[config.mk]
export PLATFORM = sky130hd
export DESIGN_NAME = cs_out_ctrl
export DESIGN_NICKNAME = d
export VERILOG_FILES = /design/src/rtl/cs_pkg.sv /design/src/rtl/cs_cfg_reg.sv /design/src/rtl/cs_pin_cell.sv /design/src/rtl/cs_out_ctrl.sv
export SDC_FILE = /design/constraint.sdc
export NUM_CORES = 1
export LEC_CHECK = 0
export BUFFER_PORTS_ARGS = -buffer_cell sky130_fd_sc_hd__buf_2
export CORE_MARGIN = 2
export CORE_UTILIZATION = 40
export DETAILED_ROUTE_END_ITERATION = 7
export MAX_ROUTING_LAYER = met4
export PLACE_DENSITY_LB_ADDON = 0.25
export SLEW_MARGIN = 20
export SYNTH_ARGS = -nofsm -noshare
export SYNTH_HDL_FRONTEND = slang
export SYNTH_SLANG_ARGS = --single-unit
[constraint.sdc]
create_clock -name clk -period 0.95 [get_ports clk]
set_clock_uncertainty 0.05 [all_clocks]
set_input_delay 0.0475 -clock clk [delete_from_list [all_inputs] [get_ports clk]]
set_output_delay 0.0475 -clock clk [all_outputs]
set_load 0.03 [all_outputs]
[src/rtl/cs_pkg.sv]
package cs_pkg;
   localparam int FIELD_W = 8;
   localparam int WORD_W  = 2 * FIELD_W;

   function automatic int active_count(input bit wide);
      return wide ? 6 : 3;
   endfunction
endpackage

[src/rtl/cs_cfg_reg.sv]
module cs_cfg_reg
   import cs_pkg::*;
#(
   parameter int PIN_COUNT = 8,
   parameter int ACTIVE    = 6
) (
   input  logic                 clk,
   input  logic                 rst_n,
   input  logic                 we,
   input  logic [WORD_W-1:0]    wdata,
   output logic [PIN_COUNT-1:0] mode_q,
   output logic [PIN_COUNT-1:0] inv_q
);
   localparam logic [PIN_COUNT-1:0] KEEP = PIN_COUNT'((1 << ACTIVE) - 1);

   always_ff @(posedge clk or negedge rst_n) begin
      if (!rst_n) begin
         mode_q <= '0;
         inv_q  <= '0;
      end else if (we) begin
         mode_q <= wdata[FIELD_W +: PIN_COUNT] & KEEP;
         inv_q  <= wdata[0 +: PIN_COUNT] & KEEP;
      end
   end

   generate
      if (PIN_COUNT < FIELD_W) begin : g_spare
         logic unused_hi;
         assign unused_hi = &{1'b0, wdata[WORD_W-1:FIELD_W+PIN_COUNT],
                              wdata[FIELD_W-1:PIN_COUNT]};
      end
   endgenerate
endmodule

[src/rtl/cs_pin_cell.sv]
module cs_pin_cell #(
   parameter bit IMPL = 1'b1
) (
   input  logic clk,
   input  logic rst_n,
   input  logic we,
   input  logic set_b,
   input  logic clr_b,
   input  logic inv,
   output logic level,
   output logic pin
);
   generate
      if (IMPL) begin : g_live
         logic lvl_q;
         always_ff @(posedge clk or negedge rst_n) begin
            if (!rst_n)              lvl_q <= 1'b1;
            else if (we && set_b)    lvl_q <= 1'b1;
            else if (we && clr_b)    lvl_q <= 1'b0;
         end
         assign level = lvl_q;
         assign pin   = lvl_q ^ inv;
      end else begin : g_tied
         logic unused_in;
         assign unused_in = &{1'b0, clk, rst_n, we, set_b, clr_b, inv};
         assign level = 1'b1;
         assign pin   = 1'b1;
      end
   endgenerate
endmodule

[src/rtl/cs_out_ctrl.sv]
module cs_out_ctrl
   import cs_pkg::*;
#(
   parameter int PIN_COUNT    = 8,
   parameter bit WIDE_VARIANT = 1'b1
) (
   input  logic                 clk,
   input  logic                 rst_n,
   input  logic                 cfg_we,
   input  logic [15:0]          cfg_wdata,
   input  logic                 lvl_we,
   input  logic [15:0]          lvl_wdata,
   output logic [15:0]          cfg_rdata,
   output logic [PIN_COUNT-1:0] lvl_status,
   output logic [PIN_COUNT-1:0] cs_mode,
   output logic [PIN_COUNT-1:0] pin_out
);
   localparam int ACTIVE = active_count(WIDE_VARIANT);

   generate
      if (PIN_COUNT > FIELD_W || PIN_COUNT < 1) begin : g_bad_pins
         $error("cs_out_ctrl: PIN_COUNT must be 1..%0d", FIELD_W);
      end
      if (ACTIVE > PIN_COUNT) begin : g_bad_active
         $error("cs_out_ctrl: implemented selects exceed PIN_COUNT");
      end
   endgenerate

   logic [PIN_COUNT-1:0] mode_q;
   logic [PIN_COUNT-1:0] inv_q;

   cs_cfg_reg #(.PIN_COUNT(PIN_COUNT), .ACTIVE(ACTIVE)) u_cfg (
      .clk    (clk),
      .rst_n  (rst_n),
      .we     (cfg_we),
      .wdata  (cfg_wdata),
      .mode_q (mode_q),
      .inv_q  (inv_q)
   );

   generate
      for (genvar i = 0; i < PIN_COUNT; i++) begin : g_pin
         cs_pin_cell #(.IMPL(i < ACTIVE)) u_cell (
            .clk   (clk),
            .rst_n (rst_n),
            .we    (lvl_we),
            .set_b (lvl_wdata[FIELD_W + i]),
            .clr_b (lvl_wdata[i]),
            .inv   (inv_q[i]),
            .level (lvl_status[i]),
            .pin   (pin_out[i])
         );
      end
      if (PIN_COUNT < FIELD_W) begin : g_spare
         logic unused_lvl;
         assign unused_lvl = &{1'b0, lvl_wdata[WORD_W-1:FIELD_W+PIN_COUNT],
                               lvl_wdata[FIELD_W-1:PIN_COUNT]};
      end
   endgenerate

   always_comb begin
      cfg_rdata = '0;
      cfg_rdata[FIELD_W +: PIN_COUNT] = mode_q;
      cfg_rdata[0 +: PIN_COUNT]       = inv_q;
   end

   assign cs_mode = mode_q;
endmodule

==> results_dict.tcl, run 1 <==
set metrics [dict create \
    outcome "finished with violations" \
    failed_checks "setup timing" \
    layout_common_cells "35 x sky130_fd_sc_hd__buf_6, 27 x sky130_fd_sc_hd__buf_2, 24 x sky130_fd_sc_hd__dlygate4sd3_1" \
    worstPathArrival_ns 1.18 \
    power_density_mw_per_mm2 1500 \
    die_area_sq_mm 0.00302 \
    placed_cells_incl_taps 151 \
    die_y_microns 55.0 \
    design.core.area_sq_mm 0.00248 \
    period_minus_slack_ns 1.27 \
    routability_congestion_estimate 0.601 \
    fin_cells 192 \
    finalSetupViolCount 36 \
    critical_path_peak_fanout 3 \
    antenna_violations_before_repair 0 \
    area_growth_pct 68.2 \
    clock_path_buffers 2 \
    grt_pass1_wl_microns 3580 \
    critPathKind "flop to output port" \
    drc_errors 0 \
    grt_usage_pct 17.6 \
    syn_inst 86 \
    drv.max_cap_violation_count 0 \
    crit_path_top_delay_cell "sky130_fd_sc_hd__dfstp_2" \
    cp_cell_sequence "xor2_1 -> buf_4" \
    hold_class "input port to flop" \
    post_drt_wl_per_cell_microns 12.6 \
    leakage_nw 0.893 \
    first_global_vias 828 \
    number_of_synthesis_warnings 0 \
    placement.setup.worst_slack_ns -0.0147 \
    synth_area_per_cell_sq_um 12.1 \
    final_min_period_over_clock_period_pct 134 \
    post-dp-hpwl_microns 1370 \
    final.fill_count 176 \
    drive_gt1_share_pct 63.0 \
    report.final.slew_viol_count 0 \
    post_synth_instance_area_sq_mm 0.00104 \
    grt.overflow.total 0 \
    detail_route.vias_per_cell 4.19 \
    timing.final.hold_violations 0 \
    pin_count_of_the_biggest_net_entering_global_routing 19 \
    tritoncts_clock_tree "done" \
    worst_skew_pair.late_latency_ns 0.28 \
    timing.critical_path.from_type "flop" \
    routed-via-count 804 \
    number_of_nets_in_the_layout 199 \
    ant_diodes 0 \
    detail_route.first_pass.iterations 3 \
    htreeDepth 1 \
    setup_tns_ns -3.79 \
    flops_latches_synth 18 \
    most_common_cell_after_layout_fill_and_taps_aside "sky130_fd_sc_hd__buf_6" \
    layout_setup_ws_ns -0.325 \
    drt-total-wl_microns 2410 \
    rsz0062_at_grt "yes" \
    max_freq_mhz 784 \
    placement_rows 18 \
    final_core_util_pct 70.6 \
    die-width_microns 55.0 \
    cts-root-buf "sky130_fd_sc_hd__clkbuf_4" \
    drt_iter0_drc 5 \
    ios 76 \
    number_of_buffers_created_by_cts 3 \
    cp-end-kind "output port" \
    worst_vdd_ir_mv 1.08 \
    cp_slowest_stage_delay_ns 0.58 \
    number_of_distinct_library_cell_variants_in_the_gate_level_netlist_after_synthesis 10 \
    start_util_pct 42.0 \
    ant_nets 0 \
    crit_required_ns 0.85 \
    seq_area_frac_synth_pct 44.0 \
    cts_num_sinks 18 \
    io_buffer_count 57 \
    path_clk_slew_ns 0.10 \
]
-- final timing paths --
check / start / endpoint / slack, ns / cells after the start
setup / recovery: g_pin[1].u_cell.level / pin_out[1] / -0.32 / 2
hold / removal: lvl_wdata[2] / g_pin[2].u_cell.level / 0.005 / 3
setup reg to reg: u_cfg.inv_q[3] / u_cfg.inv_q[3] / -0.15 / 3
hold reg to reg: u_cfg.mode_q[5] / u_cfg.mode_q[5] / 0.52 / 1
max in group asynchronous: rst_n / g_pin[4].u_cell.level / 0.35 / 2
min in group asynchronous: rst_n / u_cfg.inv_q[2] / 0.16 / 2
-- critical path, delay by kind of cell, from the launching register on --
kind | cells | cell delay [ns]
XOR/XNOR | 1 | 0.14
buffers and inverters | 1 | 0.17
flip-flops | 1 | 0.58
-- power by group --
| group | internal (mW) | total [mW] | leakage [nW] | switching, mW |
|---|---|---|---|---|
| Combinational | 0.612 | 1.20 | 0.673 | 0.590 |
| Clock | 0.233 | 0.456 | 0.0210 | 0.223 |
| Sequential | 0.873 | 0.960 | 0.199 | 0.0871 |
| Total | 1.72 | 2.62 | 0.893 | 0.900 |
-- metrics by stage --
stage | hold WS [ns] | cell area [sq um] | total power, mW
after global placement | -0.0515 | 1170 | 1.77
after global routing | 0.0207 | 1750 | 2.77
final | 0.00508 | 1750 | 2.62
after detailed placement | -0.0543 | 1170 | 1.78
after CTS | 0.00194 | 1700 | 2.59
after floorplan | -0.298 | 1070 | 1.73
-- area by class of cell --
type	instances	area [sq um]	area share [%]
Multi-Input combinational cell	40	338	19.3
Sequential cell	18	463	26.5
Timing Repair Buffer	100	875	50.0
Tap cell	30	37.5	2.15
Clock buffer	4	36.3	2.07
-- routing by layer --
metal | global-route usage (%) | vias up | share of wire (%)
li1 | - | 392 | -
met2 | 34.1 | 40 | 59
met5 | - | - | 0
met1 | 16.6 | 370 | 33
met4 | 3.66 | 0 | 0.58
met3 | 6.18 | 2 | 7.5
-- cells by family (layout without fill, tap and decap cells) --
logic type	count (synthesis)	in the layout	share of synthesized area [%]
buf+inv	36	104	26.4
other cells	2	10	0.722
flops	18	18	44.0
compound gates	6	6	5.05
xor+xnor	6	6	5.05
simple gates	6	6	2.17
mux	12	12	16.6
-- Yosys cell counts (all sizes together) --
cell	instances	share of area, %
buf	36	26
dfrtp	12	29
mux2	12	17
a22o	6	5.1
dfstp	6	15
nand2	6	2.2
xor2	6	5.1
conb	2	0.72
-- sequential cells by signal, summed over array words and instances, names as in the netlist --
register / flops
g_pin.u_cell.level: 6
u_cfg.inv_q: 6
u_cfg.mode_q: 6
-- timing repair --
| action | in CTS | in global routing |
|---|---|---|
| endpoints found under the hold margin | 36 | 0 |
| hold buffers | 24 | 0 |
| buffers inserted | 10 | 4 |
| gates resized for setup | 59 | 7 |
| pin swaps | 4 | 3 |
| setup endpoints to repair | 30 | 38 |
(Power assumes the default switching activity.)
==> inputs of run 2 (changes only) <==
- CAP_MARGIN: unset -> 10
- HOLD_SLACK_MARGIN: unset -> 0.05
==> run 2 against run 1 <==
The flow still finishes with violations (setup timing); register-to-register slack better by 0.11 ns; via count is 1.5% higher; clock power about the same; largest power group unchanged; non-clock buffer count grew 1; die area stayed put; sequential power hardly changed; critical path type unchanged; final area is 0.93% higher.
==> results_dict.tcl, run 2 (synthesis gave the netlist of run 1 again) <==
set metrics [dict create \
    grt.overflow.total 0 \
    pin_count_of_the_biggest_net_entering_global_routing 19 \
    layout_common_cells "36 x sky130_fd_sc_hd__buf_6, 27 x sky130_fd_sc_hd__buf_2, 26 x sky130_fd_sc_hd__dlygate4sd3_1" \
    tritoncts_clock_tree "done" \
    grt_usage_pct 18.1 \
    antenna_violations_before_repair 0 \
    detail_route.first_pass.iterations 3 \
    area_growth_pct 69.8 \
    final_cell_area_sq_mm 0.00177 \
    path_clk_slew_ns 0.10 \
    cp_slowest_stage_delay_ns 0.58 \
    design.core.area_sq_mm 0.00248 \
    cp_cell_sequence "xor2_1 -> buf_4" \
    critical_path_peak_fanout 3 \
    timing.final.hold_violations 0 \
    worstPathArrival_ns 1.18 \
    grt_pass1_wl_microns 3660 \
    worstRegToRegCells 2 \
    power_density_mw_per_mm2 1490 \
    first_global_vias 830 \
    multi_input_comb_area_sq_um 338 \
    layout_setup_ws_ns -0.325 \
    setup_tns_ns -3.71 \
    drt-total-wl_microns 2480 \
    ant_nets 0 \
    min_delay_path_depth 3 \
    ios 76 \
    seq_cell_area_sq_um 463 \
    finalSetupViolCount 36 \
    start_util_pct 42.0 \
    critPathKind "flop to output port" \
    worst_hold_path.endpoint "g_pin[5].u_cell.level" \
    post_drt_wl_per_cell_microns 12.8 \
    die-width_microns 55.0 \
    placement_rows 18 \
    placement.setup.worst_slack_ns -0.0147 \
    clock_path_buffers 2 \
    worst_skew_pair.late_latency_ns 0.28 \
    drc_errors 0 \
    report.final.slew_viol_count 0 \
    worst-path-buf-inv 1 \
    htreeDepth 1 \
    die_area_sq_mm 0.00302 \
    fin_cells 193 \
    worst_case_register_to_register_setup_slack_ns -0.04 \
    outcome "finished with violations" \
    post-dp-hpwl_microns 1370 \
    io_buffer_count 57 \
    whs_ns 0.106 \
    number_of_buffers_created_by_cts 3 \
    final.fill_count 171 \
    worstHoldStart "lvl_we" \
    period_minus_slack_ns 1.27 \
    crit_path_top_delay_cell "sky130_fd_sc_hd__dfstp_2" \
    timing.critical_path.from_type "flop" \
    most_common_cell_after_layout_fill_and_taps_aside "sky130_fd_sc_hd__buf_6" \
    worst_vdd_ir_mv 1.08 \
    ant_diodes 0 \
    number_of_nets_in_the_layout 200 \
    critical-path-top-delay-family "flip-flops" \
    final_min_period_over_clock_period_pct 134 \
    detail_route.vias_per_cell 4.23 \
    die_y_microns 55.0 \
    worstReg2RegEnd "u_cfg.inv_q[4]" \
    cts_num_sinks 18 \
    max_freq_mhz 784 \
    hold_class "input port to flop" \
    worstReg2RegStart "u_cfg.inv_q[4]" \
    routability_congestion_estimate 0.601 \
    cp-end-kind "output port" \
    drv.max_cap_violation_count 0 \
    rsz0062_at_grt "yes" \
    drive_gt1_share_pct 62.0 \
    postPlaceCellArea_sq_mm 0.00117 \
    failed_checks "setup timing" \
    crit_required_ns 0.85 \
    leakage_nw 0.898 \
    drt_iter0_drc 11 \
    routed-via-count 816 \
    cts-root-buf "sky130_fd_sc_hd__clkbuf_4" \
    placed_cells_incl_taps 151 \
]
-- run 2: area by class of cell --
class / instances / area share, %
Multi-Input combinational cell: 40 / 19.1
Tap cell: 30 / 2.13
Clock buffer: 4 / 2.06
Timing Repair Buffer: 101 / 50.5
Sequential cell: 18 / 26.2
-- run 2: timing repair --
| action | 4_1_cts | 5_1_grt |
|---|---|---|
| pin swaps | 4 | 3 |
| endpoints found under the setup margin | 30 | 38 |
| gates resized for setup | 59 | 8 |
| hold buffers | 26 | 0 |
| setup buffers | 10 | 4 |
| endpoints found under the hold margin | 36 | 0 |
-- run 2: worst max-delay path by stage --
stage	cells after the start	from	endpoint	slack, ns
2_1_floorplan	1	u_cfg.mode_q[0]	u_cfg.mode_q[0]	0.007
3_3_place_gp	2	g_pin[2].u_cell.level	pin_out[2]	-0.008
3_5_place_dp	2	g_pin[4].u_cell.level	pin_out[4]	-0.01
4_1_cts	2	g_pin[4].u_cell.level	pin_out[4]	-0.32
5_1_grt	2	g_pin[3].u_cell.level	pin_out[3]	-0.42
6_report	2	g_pin[1].u_cell.level	pin_out[1]	-0.32
-- run 2: per-stage QoR --
step / util [%] / power (mW)
floorplan: - / 1.73
global placement: 47.2 / 1.77
detailed placement: 47.2 / 1.78
CTS: 69.6 / 2.60
global route: 71.3 / 2.78
finish: 71.3 / 2.63
-- run 2: layer usage --
layer  up-vias  track usage (%)  part of all wire, %  wire, microns
met4         0             3.66                 0.56             14
met1       381             17.1                   33            830
met2        40             35.1                   59           1460
met3         2             6.18                  7.3            180
li1        393                -                    -              -
met5         -                -                    0              0
-- run 2: report_power, final --
group          internal, mW  total (mW)  leakage [nW]  switching (mW)
Clock                 0.233       0.458        0.0210           0.224
Combinational         0.615        1.21         0.678           0.592
Sequential            0.873       0.961         0.199          0.0883
-- run 2: tightest hold or removal path, cell delays in order --
cell and delay (ns):
sky130_fd_sc_hd__buf_2 0.17, sky130_fd_sc_hd__nand2_1 0.08, sky130_fd_sc_hd__a22o_1 0.11
